`config.mk`:
```
export PLATFORM = sky130hd
export DESIGN_NAME = cmd_ring_seq
export DESIGN_NICKNAME = d
export VERILOG_FILES = /design/src/rtl/crs_pkg.sv /design/src/rtl/crs_ptrs.sv /design/src/rtl/crs_wr_chan.sv /design/src/rtl/cmd_ring_seq.sv
export SDC_FILE = /design/constraint.sdc
export NUM_CORES = 1
export LEC_CHECK = 0
export ABC_AREA = 1
export CAP_MARGIN = 20
export CORE_AREA = 2 2 174 176
export CTS_CLUSTER_DIAMETER = 80
export DETAILED_ROUTE_END_ITERATION = 8
export DIE_AREA = 0 0 176 178
export PLACE_DENSITY_LB_ADDON = 0.1
export SYNTH_ARGS = -nofsm -noshare
export SYNTH_HDL_FRONTEND = slang
export SYNTH_SLANG_ARGS = --single-unit
```
`constraint.sdc`:
```
create_clock -name clk -period 7.75 [get_ports clk]
set_input_delay 2.325 -clock clk [delete_from_list [all_inputs] [get_ports clk]]
set_output_delay 2.325 -clock clk [all_outputs]
set_load 0.01 [all_outputs]
```
`src/rtl/crs_pkg.sv`:
```
package crs_pkg;
  localparam logic [7:0] OP_NOP     = 8'h10;
  localparam logic [7:0] OP_WRDATA  = 8'h21;
  localparam logic [7:0] OP_SETREG  = 8'h24;
  localparam logic [7:0] OP_IBUF    = 8'h32;
  localparam logic [7:0] OP_RUNLIST = 8'h33;
  localparam logic [7:0] OP_TLBINV  = 8'h40;
  localparam logic [13:0] CNT_TO_WPTR = 14'h3FFF;

  typedef struct packed {
    logic [1:0]  ptype;
    logic [13:0] cnt;
    logic [7:0]  op;
    logic [7:0]  rsvd;
  } hdr_t;

  typedef enum logic [2:0] {
    ST_IDLE, ST_CHECK, ST_FETCH, ST_WRHOLD, ST_DISPATCH, ST_WRWAIT
  } st_e;

  function automatic logic is_handled(input logic [7:0] op);
    return (op == OP_WRDATA) || (op == OP_SETREG) ||
           (op == OP_IBUF) || (op == OP_RUNLIST);
  endfunction
endpackage

```
`src/rtl/crs_ptrs.sv`:
```
module crs_ptrs #(
  parameter int ADDR_W = 32,
  parameter int PTR_W  = 20
) (
  input  logic              clk,
  input  logic              rst,
  input  logic [ADDR_W-1:0] ring_base,
  input  logic              db_load,
  input  logic [PTR_W-1:0]  db_ptr,
  input  logic              adv_en,
  input  logic [PTR_W-1:0]  adv_bytes,
  input  logic              jump_en,
  input  logic              ib_load,
  input  logic              ib_clr,
  input  logic [ADDR_W-1:0] ib_base_in,
  input  logic [PTR_W-1:0]  ib_wptr_in,
  input  logic              ib_exit,
  output logic              in_ib,
  output logic [PTR_W-1:0]  cur_rptr,
  output logic [PTR_W-1:0]  cur_wptr,
  output logic [ADDR_W-1:0] fetch_addr
);
  logic [PTR_W-1:0]  ring_rptr, ring_wptr, ib_rptr, ib_wptr;
  logic [ADDR_W-1:0] ib_base;

  always_ff @(posedge clk) begin
    if (rst) begin
      ring_rptr <= '0;
      ring_wptr <= '0;
      ib_rptr   <= '0;
      ib_wptr   <= '0;
      ib_base   <= '0;
      in_ib     <= 1'b0;
    end else begin
      if (db_load) ring_wptr <= db_ptr;
      if (!in_ib) begin
        if (jump_en)     ring_rptr <= ring_wptr;
        else if (adv_en) ring_rptr <= ring_rptr + adv_bytes;
      end
      if (ib_clr) ib_rptr <= '0;
      else if (in_ib) begin
        if (jump_en)     ib_rptr <= ib_wptr;
        else if (adv_en) ib_rptr <= ib_rptr + adv_bytes;
      end
      if (ib_load) begin
        in_ib   <= 1'b1;
        ib_base <= ib_base_in;
        ib_wptr <= ib_wptr_in;
      end else if (ib_exit) begin
        in_ib <= 1'b0;
      end
    end
  end

  assign cur_rptr   = in_ib ? ib_rptr : ring_rptr;
  assign cur_wptr   = in_ib ? ib_wptr : ring_wptr;
  assign fetch_addr = (in_ib ? ib_base : ring_base) + ADDR_W'(cur_rptr);
endmodule

```
`src/rtl/crs_wr_chan.sv`:
```
module crs_wr_chan #(
  parameter int ADDR_W = 32
) (
  input  logic              clk,
  input  logic              rst,
  input  logic              start,
  input  logic [ADDR_W-1:0] addr_in,
  input  logic [31:0]       data_in,
  input  logic              wr_ack,
  output logic              wr_req,
  output logic [ADDR_W-1:0] wr_addr,
  output logic [31:0]       wr_data
);
  always_ff @(posedge clk) begin
    if (rst) begin
      wr_req  <= 1'b0;
      wr_addr <= '0;
      wr_data <= '0;
    end else if (start) begin
      wr_req  <= 1'b1;
      wr_addr <= addr_in;
      wr_data <= data_in;
    end else if (wr_ack) begin
      wr_req <= 1'b0;
    end
  end
endmodule

```
`src/rtl/cmd_ring_seq.sv`:
```
module cmd_ring_seq import crs_pkg::*; #(
  parameter int ADDR_W = 32,
  parameter int PTR_W  = 20
) (
  input  logic              clk,
  input  logic              rst,
  input  logic [ADDR_W-1:0] ring_base,
  input  logic              db_valid,
  input  logic [PTR_W-3:0]  db_index,
  output logic              rd_req,
  output logic [ADDR_W-1:0] rd_addr,
  input  logic              rd_ack,
  input  logic [31:0]       rd_data,
  output logic              wr_req,
  output logic [ADDR_W-1:0] wr_addr,
  output logic [31:0]       wr_data,
  input  logic              wr_ack,
  output logic              hnd_req,
  output logic [31:0]       hnd_header,
  output logic [ADDR_W-1:0] hnd_addr,
  input  logic              hnd_done,
  input  logic [PTR_W-1:0]  hnd_bytes,
  input  logic [ADDR_W-1:0] hnd_buf_base,
  input  logic [PTR_W-3:0]  hnd_buf_dw,
  input  logic [ADDR_W-1:0] hnd_wr_addr,
  input  logic [31:0]       hnd_wr_data,
  input  logic              hnd_wr_confirm,
  output logic              busy,
  output logic              in_indirect,
  output logic              tlb_inv
);
  localparam logic [PTR_W-1:0] HDR_BYTES = PTR_W'(4);

  st_e               st;
  hdr_t              hdr_in, hdr_q;
  logic [PTR_W-1:0]  cur_rptr, cur_wptr, skip_bytes, adv_bytes;
  logic [ADDR_W-1:0] fetch_addr;
  logic              more, adv_en, jump_en, ib_load, ib_clr, ib_exit, wr_start;

  assign hdr_in     = hdr_t'(rd_data);
  assign hdr_q      = hdr_t'(hnd_header);
  assign more       = cur_rptr < cur_wptr;
  assign skip_bytes = PTR_W'({hdr_in.cnt, 2'b00}) + PTR_W'(8);
  assign busy       = (st != ST_IDLE);

  crs_ptrs #(.ADDR_W(ADDR_W), .PTR_W(PTR_W)) u_ptrs (
    .clk(clk), .rst(rst), .ring_base(ring_base),
    .db_load(db_valid), .db_ptr({db_index, 2'b00}),
    .adv_en(adv_en), .adv_bytes(adv_bytes), .jump_en(jump_en),
    .ib_load(ib_load), .ib_clr(ib_clr), .ib_base_in(hnd_buf_base),
    .ib_wptr_in({hnd_buf_dw, 2'b00}), .ib_exit(ib_exit),
    .in_ib(in_indirect), .cur_rptr(cur_rptr), .cur_wptr(cur_wptr),
    .fetch_addr(fetch_addr)
  );

  crs_wr_chan #(.ADDR_W(ADDR_W)) u_wr (
    .clk(clk), .rst(rst), .start(wr_start), .addr_in(hnd_wr_addr),
    .data_in(hnd_wr_data), .wr_ack(wr_ack), .wr_req(wr_req),
    .wr_addr(wr_addr), .wr_data(wr_data)
  );

  // Pointer commands for the current state
  always_comb begin
    adv_en    = 1'b0;
    adv_bytes = '0;
    jump_en   = 1'b0;
    ib_load   = 1'b0;
    ib_clr    = 1'b0;
    ib_exit   = 1'b0;
    wr_start  = 1'b0;
    case (st)
      ST_CHECK: ib_exit = !more && in_indirect;
      ST_FETCH: if (rd_ack) begin
        if (hdr_in.op == OP_NOP && hdr_in.cnt == CNT_TO_WPTR) begin
          jump_en = 1'b1;
        end else begin
          adv_en    = 1'b1;
          adv_bytes = is_handled(hdr_in.op) ? HDR_BYTES : skip_bytes;
        end
      end
      ST_DISPATCH: if (hnd_done) begin
        adv_en    = 1'b1;
        adv_bytes = hnd_bytes;
        ib_load   = (hdr_q.op == OP_IBUF) || (hdr_q.op == OP_RUNLIST);
        ib_clr    = (hdr_q.op == OP_RUNLIST);
        wr_start  = (hdr_q.op == OP_WRDATA);
      end
      default: ;
    endcase
  end

  always_ff @(posedge clk) begin
    if (rst) begin
      st         <= ST_IDLE;
      rd_req     <= 1'b0;
      rd_addr    <= '0;
      hnd_req    <= 1'b0;
      hnd_header <= '0;
      hnd_addr   <= '0;
      tlb_inv    <= 1'b0;
    end else begin
      tlb_inv <= 1'b0;
      case (st)
        ST_IDLE: if (db_valid) st <= ST_CHECK;
        ST_CHECK: begin
          if (more) begin
            rd_req  <= 1'b1;
            rd_addr <= fetch_addr;
            st      <= ST_FETCH;
          end else if (!in_indirect && !db_valid) begin
            st <= ST_IDLE;
          end
        end
        ST_FETCH: if (rd_ack) begin
          rd_req <= 1'b0;
          if (is_handled(hdr_in.op)) begin
            hnd_header <= rd_data;
            hnd_addr   <= rd_addr + ADDR_W'(4);
            if (hdr_in.op == OP_WRDATA && wr_req) begin
              st <= ST_WRHOLD;
            end else begin
              hnd_req <= 1'b1;
              st      <= ST_DISPATCH;
            end
          end else begin
            tlb_inv <= (hdr_in.op == OP_TLBINV);
            st      <= ST_CHECK;
          end
        end
        ST_WRHOLD: if (!wr_req) begin
          hnd_req <= 1'b1;
          st      <= ST_DISPATCH;
        end
        ST_DISPATCH: if (hnd_done) begin
          hnd_req <= 1'b0;
          if (hdr_q.op == OP_WRDATA && hnd_wr_confirm) st <= ST_WRWAIT;
          else                                        st <= ST_CHECK;
        end
        ST_WRWAIT: if (wr_ack) st <= ST_CHECK;
        default: st <= ST_IDLE;
      endcase
    end
  end
endmodule

```
Word-level counts from Yosys, hierarchy flattened --
Cells that the tools add are included.
Storage, ports and cells: flip-flop bits (word level) 276, bits in latches 0, RAM bits 0, ROM bits 0, input bits 223, output and inout port bits 166, word-level logic and storage cells 127, memories 0
Operators by class: $add $sub $neg 5, multipliers 0, div/mod/pow operators 0, $lt $le $gt $ge 1, eq/ne operators 24, shifts and indexed selects 0, muxes and demuxes 50, bitwise logic cells 3, reduce and logical (&&, ||, !) cells 28
Operators by type and width (number):
- $mux 20 | 7
- $eq 8x6->1 const B | 7
- $mux 17 | 3
- $add 20x20->20 | 2
- $pmux 20 s2 | 1
- $add 32x20->32 | 1
- $add 32x3->32 const B | 1
- $mux 32 | 1
- $mux 3 | 10
- $mux 1 | 24
- $lt 20x20->1 | 1
- $pmux 3 s6 | 1
- $add 16x4->17 const B | 1
- $ne 2x2->1 const B | 8
- $eq 14x14->1 const B | 1
- $reduce_and 6->1 | 2
- $eq 8x5->1 const B | 1
- $eq 8x7->1 const B | 1
- $reduce_bool 2->1 | 4
- $eq 3x2->1 const B | 2
- $eq 3x3->1 const B | 2
- $reduce_and 2->1 | 3
- $reduce_and 3->1 | 2
- $reduce_bool 3->1 | 2
- other kinds (11) | 23

Logic depth before layout (Yosys ltp) --
depth after elaboration 11, mapped depth 25, gate-level depth less buffers 24

Cells and area by module --
A second synthesis with hierarchy kept.
Second synthesis, totals: cells, all modules 2575, area total of the unflattened synthesis 16776.1 um2
Modules (own cells, without submodules):
- crs_ptrs | instances 1, cells an instance 1499, area each 8899.8 um2, seq. area each 2262.2 um2
- cmd_ring_seq | instances 1, cells an instance 794, area each 5580.4 um2, seq. area each 2042.0 um2
- crs_wr_chan | instances 1, cells an instance 282, area each 2296.0 um2, seq. area each 1301.2 um2

Worst setup path before layout --
No wires, ideal clock.
kind in2reg, start input rd_data[15], end register u_ptrs.ib_rptr[19], library setup time 0.132 ns, data arrival time 4.713 ns, data required time 7.618 ns, slack 2.905 ns, stages 22, path buffers 1, path through inv_1 nand2_1 nor2_1 nand2_1 nand2_1 nor2_1 inv_1 nor2_1 nand3_1 clkbuf_1 nor2_1 a22o_1 ha_1 nand2_1 nor2_1 inv_1 nor4_1 nand4_1 nand4_1 nand3_1 nand2_1 a21oi_1
On the way: longest elaborated chain between the ends 11, elaborated cells between the ends (all ways) 24, those cells by class add/sub: 1; eq/ne: 5; mux: 12; reduce/logical: 6
RTL lines:
- start, declared | RTL line cmd_ring_seq.sv:13 | input logic [31:0] rd_data,
- $eq 8x6->1 | RTL line crs_pkg.sv:22 | return (op == OP_WRDATA) || (op == OP_SETREG) ||
- $logic_or 1x1->1 (2 in series) | RTL line crs_pkg.sv:22
- $logic_or 1x1->1 | RTL line crs_pkg.sv:23 | (op == OP_IBUF) || (op == OP_RUNLIST);
- $mux 17 | RTL line cmd_ring_seq.sv:78 | adv_bytes = is_handled(hdr_in.op) ? HDR_BYTES : skip_bytes;
- $mux 17 | RTL line cmd_ring_seq.sv:74 | if (hdr_in.op == OP_NOP && hdr_in.cnt == CNT_TO_WPTR) begin
- $mux 17 | RTL line cmd_ring_seq.sv:73 | ST_FETCH: if (rd_ack) begin
- $pmux 20 s2 | RTL line cmd_ring_seq.sv:71 | case (st)
- $add 20x20->20 | RTL line crs_ptrs.sv:43 | else if (adv_en) ib_rptr <= ib_rptr + adv_bytes;
- $mux 20 | RTL line crs_ptrs.sv:43
- $mux 20 | RTL line crs_ptrs.sv:42 | if (jump_en) ib_rptr <= ib_wptr;
- end signal, assigned | RTL line crs_ptrs.sv:42
- end signal, assigned | RTL line crs_ptrs.sv:43
- end, declared | RTL line crs_ptrs.sv:23 | logic [PTR_W-1:0] ring_rptr, ring_wptr, ib_rptr, ib_wptr;
Several ways; a longest one is shown, not always the timed one. The select of a mux whose other input is x is not followed. A chain may end at the register's enable or synchronous reset.

Worst setup path in the final report --
start input rd_data[12], end register u_ptrs.ib_rptr[19]
Same word-level chain as after synthesis.

==> results.txt <==
status: complete, no violations
Worst Hold Class: flip-flop to flip-flop
most frequent CP cell: nand2_1
ys flop type: dfxtp_1
die area: 31330 um2
Worst-path clk slew: 0.06 ns
MaxCap Viol Count: 0
startpoint types: primary input
largest net degree at the start of global routing: 115
commonest cells after routing, fill and taps aside: nor2_1 (455), nand2_1 (417), clkdlybuf4s50_1 (388)
DRT antenna net count: 0
post-CTS setup buffer count: 0
Initial Util: 0.5367
crit path kind: primary input to flip-flop
Core Area: 29400 um2
clock buffer count from CTS: 30
Final Routed Wirelength: 56640 um
hpwl dp: 43120 um
H-tree levels: 1
CP max stage cell: o31ai_1
CP delay by family, top: simple AND/OR/NAND/NOR gates
I/O Pins: 389
CTS root buffer: clkbuf_16
Buf/Inv on CP: 4
share of cells above drive strength 1: 0.04772
Sequential Power Share: 0.402
Layout Skew: 0.02025 ns
period utilization: 0.7645
#FFs+latches synth: 276
DRC viols: 0
IO Port Bufs: 388
vias in the first global route: 15.99k
final hold violation count: 0
Worst Path Required: 8.25 ns
1st-iter DRT viols: 1454
CTS tree: yes
drt wl/cell: 18.31 um
syn_nets: 2645
clk buf depth: 3
Post-CTS Resized: 0
GP Congestion: 1.003
most common cell after layout, fill and taps aside: nor2_1
RSZ-0062 raised after global routing: no
Sw Ratio: 0.3300
row cnt: 63
DR vias/cell: 5.577
# setup viols final: 0
warnings from Yosys: 0
Clock Latency Late Sink: 0.58 ns
Final nets: 2978
worst slew pin tran: 1.043 ns
Arr. time, crit path: 6.43 ns
antenna violations before repair: 1
Distinct cells, synth: 56
sequential share of the synthesized area: 0.3501
EDFF count, synth: 0
P_int: 2.746 mW
syn_area_per_cell: 6.721 um2
CP max stage delay: 0.66 ns
Slew HR: 0.3047
Max Freq: 0.1688 GHz
pwr dens: 196.3 nW/um2
Crit. End Element: flip-flop
WHS: 0.4678 ns
NetSw: 1.353 mW
combinational fraction of design power: 0.258
Die H: 178 um
total track usage: 0.3446
CTS Hold Bufs: 0
Area Growth Syn to Fin: 32.34%
first-pass GRT wire length: 85620 um
Mapped Cells: 2348
router iterations before antenna repair: 6
total power draw: 4.099 mW
ys async rst share: 0
global route total overflow: 0
post-route minimum period: 5.925 ns
worst path cell trace: clkdlybuf4s50_1, inv_1, nand2_1, nor2_1, nand2_1, nand2_1, nor2_1, inv_1, nor2_1, nand3_1, o31ai_1, ha_1, nand2_1, nor2_1, inv_1, nor4_1, nand4_1, nand3_1, nand2_1, nand3_1, nand2_1, a21oi_1
Final TNS setup: 0 ns
VDD IR-drop max: 0.0001873 V
cell area after synthesis: 15780 um2
Clock power frac: 0.340
Leakage: 9.184 nW
Slew Limit Fails: 0
maximum fanout along the worst path: 11
vias: 17.26k
CTS sink count: 276
die width: 176 um
## flip-flops by register name, summed over array words and instances, names as in the netlist
signal / count
hnd_header: 32
u_wr.wr_req: 1
rd_addr: 32
u_ptrs.ring_wptr: 18
u_ptrs.ring_rptr: 20
u_ptrs.ib_wptr: 18
rd_req: 1
st: 3
u_wr.wr_data: 32
hnd_addr: 32
u_ptrs.in_ib: 1
u_ptrs.ib_base: 32
tlb_inv: 1
hnd_req: 1
u_ptrs.ib_rptr: 20
u_wr.wr_addr: 32
## tightest hold or removal path, delay by kind of cell (launching register included)
kind | cells | cell delay (ns)
DFF | 1 | 0.31
and+or+nand+nor | 1 | 0.06
AOI/OAI and AO/OA | 1 | 0.05
## kinds of logic after synthesis
kind of cell,share of synthesized area
buffers and inverters,0.07342
xor gates and xnor gates,0.03996
and+or+nand+nor,0.2853
AOI/OAI and AO/OA,0.1752
adders and majority gates,0.06010
muxes,0.01586
DFF,0.3501
## per-stage QoR
step	util	instance area (um2)	instances	setup slack [ns]
finish	0.7103	20880	3094	1.825
global placement	0.6771	19910	3038	1.418
global route	0.7102	20880	3093	1.484
CTS	0.7095	20860	3092	1.942
detailed placement	0.6771	19910	3038	1.364
floorplan	-	15780	2348	2.905
## layout make-up
cell class	count	area (um2)
tap	390	488.0
fill	2473	8518
inverter	205	774.5
clock inverter	12	128.9
clock buffer	42	825.8
antenna	1	2.502
sequential	276	5527
multi-input combinational	1765	9129
timing repair buffer	403	4009
## path summary, 6_finish.rpt
check	from	to	slack, ns	cells after the start
setup / recovery	rd_data[12]	u_ptrs.ib_rptr[19]	1.82	22
setup reg to reg	u_ptrs.in_ib	rd_addr[6]	2.85	13
hold reg to reg	rd_req	rd_req	0.47	2
hold / removal	rd_req	rd_req	0.47	2
## cell usage after synthesis (all sizes together), types with 2 or more instances
cell type | number | area, um2
a211oi | 6 | 45.04
a21boi | 3 | 30.03
a21o | 4 | 30.03
a21oi | 161 | 820.8
a22o | 2 | 17.52
a31oi | 7 | 43.79
buf | 5 | 22.52
clkbuf | 97 | 364.1
clkinv | 3 | 11.26
dfxtp | 276 | 5525
fa | 3 | 60.06
ha | 71 | 888.4
inv | 202 | 760.7
mux2i | 25 | 250.2
nand2 | 436 | 1704
nand3 | 99 | 520.5
nand3b | 2 | 15.01
nand4 | 25 | 156.4
nor2 | 460 | 1747
nor3 | 35 | 206.5
nor4 | 10 | 83.83
o211ai | 5 | 37.54
o21ai | 294 | 1475
o21bai | 17 | 127.6
o221ai | 3 | 26.28
o31ai | 6 | 45.04
or2 | 10 | 62.56
xnor2 | 26 | 227.7
xor2 | 46 | 402.9
## metal layers
layer / share of wire / GRT usage / vias up
li1: - / - / 8365
met1: 0.41 / 0.4394 / 7983
met2: 0.45 / 0.5709 / 788
met3: 0.10 / 0.08525 / 118
met4: 0.036 / 0.1178 / 2
met5: 0.00023 / 0 / -
## power groups by stage
| stage | logic, mW | registers [mW] | clock network (mW) |
|---|---|---|---|
| 3_3_place_gp | 1.02 | 1.67 | 0 |
| 2_1_floorplan | 0.535 | 1.67 | 0 |
| 3_5_place_dp | 1.03 | 1.68 | 0 |
| 5_1_grt | 1.15 | 1.66 | 1.46 |
| 6_report | 1.06 | 1.65 | 1.39 |
| 4_1_cts | 1.04 | 1.65 | 1.40 |
No activity file was read; power rests on OpenSTA's default activity.
